`config.mk`:
```
export PLATFORM = sky130hd
export DESIGN_NAME = fm_meter
export DESIGN_NICKNAME = d
export VERILOG_FILES = /design/src/rtl/fm_pkg.sv /design/src/rtl/fm_sync.sv /design/src/rtl/fm_regs.sv /design/src/rtl/fm_window.sv /design/src/rtl/fm_meter.sv
export SDC_FILE = /design/constraint.sdc
export NUM_CORES = 1
export LEC_CHECK = 0
export BUFFER_PORTS_ARGS = -buffer_cell sky130_fd_sc_hd__buf_2
export CORE_UTILIZATION = 55
export DETAILED_ROUTE_END_ITERATION = 7
export GPL_ROUTABILITY_DRIVEN = 0
export PLACE_DENSITY = 0.84
export RECOVER_POWER = 25
export SLEW_MARGIN = 20
export SYNTH_ARGS = -nofsm -noshare
export SYNTH_HDL_FRONTEND = slang
export SYNTH_SLANG_ARGS = --single-unit
```
`constraint.sdc`:
```
create_clock -name clk -period 5.6 [get_ports clk]
set_input_delay 0.28 -clock clk [delete_from_list [all_inputs] [get_ports clk]]
set_output_delay 0.28 -clock clk [all_outputs]
set_load 0.1 [all_outputs]
```
`src/rtl/fm_pkg.sv`:
```
package fm_pkg;
  localparam logic [3:0] OFS_CTRL  = 4'h0;
  localparam logic [3:0] OFS_STAT  = 4'h4;
  localparam logic [3:0] OFS_RES   = 4'h8;
  localparam int unsigned FRCK_BIT  = 8;
  localparam int unsigned VALID_BIT = 0;

  typedef enum logic {
    ST_IDLE = 1'b0,
    ST_RUN  = 1'b1
  } fm_state_e;
endpackage

```
`src/rtl/fm_sync.sv`:
```
module fm_sync #(
  parameter int unsigned STAGES = 2
) (
  input  logic clk,
  input  logic rst_n,
  input  logic async_in,
  output logic rise_pulse
);
  // STAGES synchronizer flops plus one history flop for edge detection
  logic [STAGES:0] chain_q;

  always_ff @(posedge clk or negedge rst_n) begin
    if (!rst_n) chain_q[0] <= 1'b0;
    else        chain_q[0] <= async_in;
  end

  for (genvar g = 1; g <= STAGES; g++) begin : g_stage
    always_ff @(posedge clk or negedge rst_n) begin
      if (!rst_n) chain_q[g] <= 1'b0;
      else        chain_q[g] <= chain_q[g-1];
    end
  end

  assign rise_pulse = chain_q[STAGES-1] & ~chain_q[STAGES];
endmodule

```
`src/rtl/fm_regs.sv`:
```
module fm_regs
  import fm_pkg::*;
#(
  parameter int unsigned WIN_W  = 24,
  parameter int unsigned ADDR_W = 4,
  parameter int unsigned DATA_W = 32
) (
  input  logic              clk,
  input  logic              rst_n,
  input  logic              bus_wr,
  input  logic [ADDR_W-1:0] bus_addr,
  input  logic [DATA_W-1:0] bus_wdata,
  output logic [DATA_W-1:0] bus_rdata,
  input  logic              valid,
  input  logic [DATA_W-1:0] result,
  output logic              meter_en,
  output logic              frck_en,
  output logic              arm,
  output logic [WIN_W-1:0]  arm_len
);
  localparam int unsigned EN_POS = WIN_W;

  logic [WIN_W-1:0] win_q;
  logic             en_q;
  logic             frck_q;
  logic             ctrl_ld;
  logic             stat_ld;
  logic             unused_wd;

  assign ctrl_ld   = bus_wr && (bus_addr == ADDR_W'(OFS_CTRL));
  assign stat_ld   = bus_wr && (bus_addr == ADDR_W'(OFS_STAT));
  assign arm       = ctrl_ld && bus_wdata[EN_POS] && !en_q;
  assign arm_len   = bus_wdata[WIN_W-1:0];
  assign unused_wd = ^bus_wdata;

  always_ff @(posedge clk or negedge rst_n) begin
    if (!rst_n) begin
      win_q <= '0;
      en_q  <= 1'b0;
    end else if (ctrl_ld) begin
      win_q <= bus_wdata[WIN_W-1:0];
      en_q  <= bus_wdata[EN_POS];
    end
  end

  always_ff @(posedge clk or negedge rst_n) begin
    if (!rst_n)       frck_q <= 1'b0;
    else if (stat_ld) frck_q <= bus_wdata[FRCK_BIT];
  end

  always_comb begin
    bus_rdata = '0;
    if (bus_addr == ADDR_W'(OFS_CTRL)) begin
      bus_rdata[WIN_W-1:0] = win_q;
      bus_rdata[EN_POS]    = en_q;
    end else if (bus_addr == ADDR_W'(OFS_STAT)) begin
      bus_rdata[FRCK_BIT]  = frck_q;
      bus_rdata[VALID_BIT] = valid;
    end else if (bus_addr == ADDR_W'(OFS_RES)) begin
      bus_rdata = result;
    end
  end

  assign meter_en = en_q;
  assign frck_en  = frck_q;
endmodule

```
`src/rtl/fm_window.sv`:
```
module fm_window
  import fm_pkg::*;
#(
  parameter int unsigned WIN_W = 24,
  parameter int unsigned CNT_W = 25
) (
  input  logic             clk,
  input  logic             rst_n,
  input  logic             arm,
  input  logic [WIN_W-1:0] arm_len,
  input  logic             meter_en,
  input  logic             frck_en,
  input  logic             osc_pulse,
  output logic             busy,
  output logic             valid,
  output logic [CNT_W-1:0] result
);
  fm_state_e        state_q, state_n;
  logic [WIN_W-1:0] len_q, len_n;
  logic [WIN_W-1:0] tick_q, tick_n;
  logic [CNT_W-1:0] cnt_q, cnt_n;
  logic [CNT_W-1:0] res_q, res_n;
  logic             vld_q, vld_n;
  logic [CNT_W-1:0] cnt_inc;
  logic             last_tick;

  assign cnt_inc   = cnt_q + CNT_W'(frck_en & osc_pulse);
  assign last_tick = (tick_q == (len_q - 1'b1));

  always_comb begin
    state_n = state_q;
    len_n   = len_q;
    tick_n  = tick_q;
    cnt_n   = cnt_q;
    res_n   = res_q;
    vld_n   = vld_q;
    if (arm) begin
      vld_n   = 1'b0;
      len_n   = arm_len;
      tick_n  = '0;
      cnt_n   = '0;
      state_n = (arm_len != '0) ? ST_RUN : ST_IDLE;
    end else if (state_q == ST_RUN) begin
      if (!meter_en) begin
        state_n = ST_IDLE;
      end else begin
        tick_n = tick_q + 1'b1;
        cnt_n  = cnt_inc;
        if (last_tick) begin
          res_n   = cnt_inc;
          vld_n   = 1'b1;
          state_n = ST_IDLE;
        end
      end
    end
  end

  always_ff @(posedge clk or negedge rst_n) begin
    if (!rst_n) begin
      state_q <= ST_IDLE;
      len_q   <= '0;
      tick_q  <= '0;
      cnt_q   <= '0;
      res_q   <= '0;
      vld_q   <= 1'b0;
    end else begin
      state_q <= state_n;
      len_q   <= len_n;
      tick_q  <= tick_n;
      cnt_q   <= cnt_n;
      res_q   <= res_n;
      vld_q   <= vld_n;
    end
  end

  assign busy   = (state_q == ST_RUN);
  assign valid  = vld_q;
  assign result = res_q;
endmodule

```
`src/rtl/fm_meter.sv`:
```
module fm_meter #(
  parameter int unsigned WIN_W       = 24,
  parameter int unsigned ADDR_W      = 4,
  parameter int unsigned DATA_W      = 32,
  parameter int unsigned SYNC_STAGES = 2
) (
  input  logic              clk,
  input  logic              rst_n,
  input  logic              osc_in,
  input  logic              bus_wr,
  input  logic [ADDR_W-1:0] bus_addr,
  input  logic [DATA_W-1:0] bus_wdata,
  output logic [DATA_W-1:0] bus_rdata,
  output logic              osc_run_en
);
  localparam int unsigned CNT_W = WIN_W + 1;

  logic [1:0]       rst_pipe;
  logic             rst_n_s;
  logic             meter_en;
  logic             frck_en;
  logic             arm;
  logic [WIN_W-1:0] arm_len;
  logic             osc_gated;
  logic             osc_pulse;
  logic             busy;
  logic             valid;
  logic [CNT_W-1:0] result_cnt;
  logic [DATA_W-1:0] result_word;

  // reset asserts at once and leaves two reference edges later
  always_ff @(posedge clk or negedge rst_n) begin
    if (!rst_n) rst_pipe <= '0;
    else        rst_pipe <= {rst_pipe[0], 1'b1};
  end
  assign rst_n_s = rst_pipe[1];

  assign osc_gated   = osc_in & frck_en;
  assign osc_run_en  = frck_en;
  assign result_word = {{(DATA_W-CNT_W){1'b0}}, result_cnt};

  fm_regs #(.WIN_W(WIN_W), .ADDR_W(ADDR_W), .DATA_W(DATA_W)) u_regs (
    .clk       (clk),
    .rst_n     (rst_n_s),
    .bus_wr    (bus_wr),
    .bus_addr  (bus_addr),
    .bus_wdata (bus_wdata),
    .bus_rdata (bus_rdata),
    .valid     (valid),
    .result    (result_word),
    .meter_en  (meter_en),
    .frck_en   (frck_en),
    .arm       (arm),
    .arm_len   (arm_len)
  );

  fm_sync #(.STAGES(SYNC_STAGES)) u_sync (
    .clk        (clk),
    .rst_n      (rst_n_s),
    .async_in   (osc_gated),
    .rise_pulse (osc_pulse)
  );

  fm_window #(.WIN_W(WIN_W), .CNT_W(CNT_W)) u_win (
    .clk       (clk),
    .rst_n     (rst_n_s),
    .arm       (arm),
    .arm_len   (arm_len),
    .meter_en  (meter_en),
    .frck_en   (frck_en),
    .osc_pulse (osc_pulse),
    .busy      (busy),
    .valid     (valid),
    .result    (result_cnt)
  );
endmodule

```
# [Word level (Yosys, flattened, before mapping)]
# Cells that the tools add are included.
[classes] addsub=3 n_eq_ne=3 n_mux=22 bitwise_logic=5 reduce_logical=13
[op_table] cell="two-way mux 25 bit" count=5
[op_table] cell="two-way mux 24 bit" count=3
[op_table] cell="adder 25 bit" count=1
[op_table] cell="adder 24 x 1 -> 24 bit (second input constant)" count=1
[op_table] cell="equality test 24 bit" count=1
[op_table] cell="nonzero test 24 bit" count=1
[op_table] cell="subtractor 24 x 1 -> 24 bit (second input constant)" count=1
[op_table] cell="two-way mux 23 bit" count=1
[op_table] cell="two-way mux 7 bit" count=2
[op_table] cell="two-way mux 1 bit" count=11
[op_table] cell="nonzero test 2 bit" count=3
[op_table] cell="equality test 4 x 3 -> 1 bit (second input constant)" count=1
[op_table] cell="equality test 4 bit (second input constant)" count=1
[op_table] cell="logical AND 1 bit" count=4
[op_table] cell="zero test 4 bit" count=1
[op_table] cell="AND reduction 4 bit" count=1
[op_table] cell="AND 1 bit" count=3
[op_table] cell="AND reduction 3 bit" count=1
[op_table] cell="NOT 1 bit" count=2
[op_table] cell="AND reduction 2 bit" count=1
[op_table] cell="zero test 1 bit" count=1
[totals] register_bits=131 elab_cells=59

# [Longest topological paths before layout]
[depth] word_depth=7 mapped_depth=12 mapped_depth_nobuf=12

# [By module]
# A second synthesis with hierarchy kept.
[unflattened] hier_cells=687 hier_area_um2=7340.8
[by_module_without_submodules] mod="fm_window" n_inst=1 cells_each=548 area_each_um2=5556.6 seq_area_each_um2=2502.4
[by_module_without_submodules] mod="fm_regs" n_inst=1 cells_each=130 area_each_um2=1631.6 seq_area_each_um2=650.6
[by_module_without_submodules] mod="fm_sync" n_inst=1 cells_each=4 area_each_um2=88.8 seq_area_each_um2=75.1
[by_module_without_submodules] mod="fm_meter" n_inst=1 cells_each=5 area_each_um2=63.8 seq_area_each_um2=50.0

# [Worst setup path after synthesis]
# No wires, ideal clock.
[synth_timing] path_type="register to register" start="reg u_regs.frck_q (netlist: u_regs.frck_en)" end="reg u_win.res_q[22] (netlist: u_win.result[22])" t_arrival_ps=3663 t_required_ps=5475 slack_ps=1812 path_stages_with_launch=12 path_buffers=0 cell_sequence="dfrtp_1 > nand2_1 > nor2_1 > ha_1 > ha_1 > nand3_1 > nor4_1 > nor3b_1 > and2_1 > and3_1 > xor2_1 > mux2_4"
[synth_via] elab_chain_len=2
[synth_rtl] element="start, declared" line_no="fm_regs.sv:25" source="logic frck_q;"
[synth_rtl] element="start signal, assigned" line_no="fm_regs.sv:48" source="else if (stat_ld) frck_q <= bus_wdata[FRCK_BIT];"
[synth_rtl] element="AND 1 bit" line_no="fm_window.sv:27" source="assign cnt_inc = cnt_q + CNT_W'(frck_en & osc_pulse);"
[synth_rtl] element="adder 25 bit" line_no="fm_window.sv:27"
[synth_rtl] element="end signal, assigned" line_no="fm_window.sv:71" source="res_q <= res_n;"
[synth_rtl] element="end, declared" line_no="fm_window.sv:22" source="logic [CNT_W-1:0] res_q, res_n;"
# Every way passes these cells.
# A chain may end at the register's enable or synchronous reset.

# [Final worst setup path]
[layout_timing] start="reg u_regs.frck_q (netlist: u_regs.frck_en)" end="reg u_win.cnt_q[22]"
[layout_via] elab_chain_len=5
[layout_rtl] element="AND 1 bit" line_no="fm_window.sv:27"
[layout_rtl] element="adder 25 bit" line_no="fm_window.sv:27"
[layout_rtl] element="two-way mux 25 bit" line_no="fm_window.sv:44" source="if (!meter_en) begin"
[layout_rtl] element="two-way mux 25 bit" line_no="fm_window.sv:43" source="end else if (state_q == ST_RUN) begin"
[layout_rtl] element="two-way mux 25 bit" line_no="fm_window.sv:37" source="if (arm) begin"
[layout_rtl] element="end signal, assigned" line_no="fm_window.sv:70" source="cnt_q <= cnt_n;"
[layout_rtl] element="end, declared" line_no="fm_window.sv:21" source="logic [CNT_W-1:0] cnt_q, cnt_n;"
# Every way passes these cells. The select of a mux whose other input is x is not followed.

==> run summary <==
die outline area - 0.0132 mm^2
synthesized area per cell - 9.92 um^2
setup_tns - 0 ns
mux share of post-synthesis cell area - 9.82%
critical path launch point - u_regs.frck_en$_DFFE_PN0P_
largest family of logic cells by synthesized area - simple AND/OR/NAND/NOR gates
PD cells - 397 mW/mm^2
Initial DRC Count - 388
clk sink count - 131
post-layout min period - 3.88 ns
Post-Synth Adder-Cell Area - 0.714%
die height - 115 um
post-synth top area share - 46.8%
share of power burned in registers - 44.9%
nets@finish - 806
leakage - 3.64 nW
post-synthesis simple-gate area fraction - 20.6%
P_int - 2.11 mW
crit path to - u_win.cnt_q[22]$_DFFE_PN0P_
dpl hpwl - 11,400 um
Async S/R FF share, synth - 100%
Max-Slew Margin vs Limit - -78.5%
initial antenna violation count - 0
CTS max path bufs - 2
Synth Area in XOR/XNOR - 8.63%
RSZ-0062 raised after global routing - no
Avg WL per Cell - 17.8 um
Pwr Total - 3.19 mW
Port Buffers - 58
fin area - 0.00803 mm^2
Commonest cells post-synth - dfrtp_1, nand2_1, nor2_1
YS warnings - 0
FF+latch count, synth - 131
wirelength, routed - 16,800 um
Data arrival, critical path - 4.16 ns
CP Launch Type - register
first-pass GRT wire length - 28,200 um
Cell Area, Placed - 0.00743 mm^2
Peak VDD IR - 0.270 mV
Comb power frac - 21.1%
dominant cells by area after synthesis - dfrtp_1, nand2_1, mux2_2, xnor2_1, xor2_1
power share of the clock group - 34.0%
Post-synth EDFFs - 0
clock latency on the worst-skew pair - 0.42 ns
final hold slack - 0.0816 ns
CP Max Fanout - 6
failing checks - max-capacitance violations, max-slew violations
worst path required time - 5.89 ns
R2R depth - 12
TritonCTS clock tree - built
synthesized cell area - 0.00701 mm^2
antenna viol nets, final - 0
root buf cell - clkbuf_16
f_max - 0.258 GHz
post_cts resized - 0
count leader, synth - dfrtp_1
Switch Pwr - 1.08 mW
Clock Skews - 0.00948 ns
complex-gate fraction of the synthesized area - 10.4%
R2R setup slack - 1.72 ns
CP Class - register to register
Switching Fraction - 33.9%
detailed-route DRC error count - 0
Final Hold Viols - 0
GRT Total Usage - 27.5%
vias in the first global route - 5,669
min-delay worst type - input port to register
# Max-Cap Violations - 1
initial core utilization - 57.4%
Post-CTS Setup Repair Bufs - 0
final setup vio count - 0
crit end category - register
Critical R2R Launch - u_regs.frck_en$_DFFE_PN0P_
CTS H-tree depth - 4
largest net degree at the start of global routing - 68
via count - 5,591
Core Area - 0.0122 mm^2
# rows - 40
gr ovfl total - 0
status - finished, violations left
final design utilization - 65.7%
FF-to-FF End - u_win.cnt_q[22]$_DFFE_PN0P_
Mapped Cells - 706
share of layout cells above drive strength 1 - 21.4%
die width - 115 um
Clock transition at path regs - 0.06 ns
cts bufs inserted - 17
cell taking the most area after synthesis - dfrtp_1
crit share post-route - 69.3%
Ant. Diodes - 0
Slew @ Worst Pin - 2.68 ns
Area Growth Syn to Fin - 14.6%
drt via density - 5.93
ys flop type - dfrtp_1
I/O Pins - 73
Pre-antenna DRT Iters - 5
final slew viol count - 68
Netlist cell types - 56
post-synthesis sequential area ratio - 46.8%
## repair_timing
action	in CTS	in global routing
setup endpoints to repair	0	0
hold buffers	1	0
endpoints found under the hold margin	2	0
## worst min path at each step
| stage | startpoint | endpoint | slack [ns] | cells after the start |
|---|---|---|---|---|
| global placement | rst_n | rst_pipe[0]$_DFF_PN0_ | 0.06 | 1 |
| detailed placement | rst_n | rst_pipe[0]$_DFF_PN0_ | 0.07 | 1 |
| floorplan | rst_n | rst_pipe[0]$_DFF_PN0_ | -0.02 | 0 |
| CTS | osc_in | u_sync.chain_q[0]$_DFF_PN0_ | 0.07 | 2 |
| global route | bus_wdata[22] | u_win.len_q[22]$_DFFE_PN0P_ | 0.09 | 3 |
| finish | osc_in | u_sync.chain_q[0]$_DFF_PN0_ | 0.08 | 2 |
## cell families (layout without fill, tap and decap cells)
| kind of cell | Yosys count | in the layout |
|---|---|---|
| and+or+nand+nor | 290 | 290 |
| DFF | 131 | 131 |
| AOI/OAI and AO/OA | 112 | 112 |
| xor gates and xnor gates | 69 | 69 |
| muxes | 55 | 55 |
| buffers and inverters | 43 | 106 |
| adders and majority gates | 4 | 4 |
| other | 2 | 8 |
## sequential cells by signal, indices dropped and copies added, names as in the netlist
register,flops
u_win.busy,1
u_win.result,25
u_sync.chain_q,3
u_regs.meter_en,1
u_regs.frck_en,1
u_win.len_q,24
u_win.cnt_q,25
u_win.valid,1
u_regs.win_q,24
u_win.tick_q,24
rst_pipe,2
## metrics by stage
step | std cells | worst slack, ns
final | 943 | 1.72
after detailed placement | 909 | 1.85
after global placement | 909 | 1.96
after floorplan | 712 | 1.68
after CTS | 942 | 1.73
after global routing | 943 | 1.39
## power groups by stage
stage | Combinational (mW) | Clock (mW) | Sequential, mW
floorplan | 0.552 | 0 | 1.36
global placement | 0.624 | 0 | 1.41
CTS | 0.673 | 1.10 | 1.42
finish | 0.675 | 1.08 | 1.43
global route | 0.749 | 1.14 | 1.46
detailed placement | 0.664 | 0 | 1.43
## worst max-delay path: stages, from the launching register on
cell and delay, ns:
dfrtp_1 0.39, nand2_1 0.06, nor2_1 0.13, ha_1 0.21, ha_1 0.24, nand3_1 0.23, nor4_1 0.80, nor3b_1 0.69
and2_1 0.34, and3_1 0.28, nor2_1 0.07, o21ai_0 0.18, o21ai_0 0.12
## routing by layer
layer / track usage, % / share of wire [%] / up-vias
li1: - / - / 2587
met1: 33.8 / 41 / 2770
met2: 46.8 / 50 / 188
met3: 5.69 / 4.8 / 46
met4: 12.7 / 3.3 / 0
met5: 0 / 0 / -
## area by class of cell
class | count | area (um^2)
Multi-Input combinational cell | 538 | 3570
Timing Repair Buffer | 67 | 362
Clock buffer | 17 | 425
Inverter | 7 | 26.3
Tap cell | 168 | 210
Sequential cell | 131 | 3280
Fill cell | 927 | 4190
Clock inverter | 15 | 154
## layout by cell type, fill, tap and decap left out, drive strengths merged, types with 8 or more instances in the layout
| cell | n |
|---|---|
| buf | 64 |
| nor2 | 52 |
| clkinv | 8 |
| o31ai | 10 |
| xnor2 | 35 |
| xor2 | 34 |
| nor3 | 13 |
| a22o | 23 |
| o21ai | 49 |
| a21oi | 11 |
| inv | 11 |
| mux2 | 53 |
| conb | 8 |
| nor4 | 14 |
| nand4 | 10 |
| clkbuf | 19 |
| nand3 | 25 |
| dfrtp | 131 |
| and3 | 13 |
| nand2 | 114 |
Note: power is estimated with default switching activity, not from simulation.
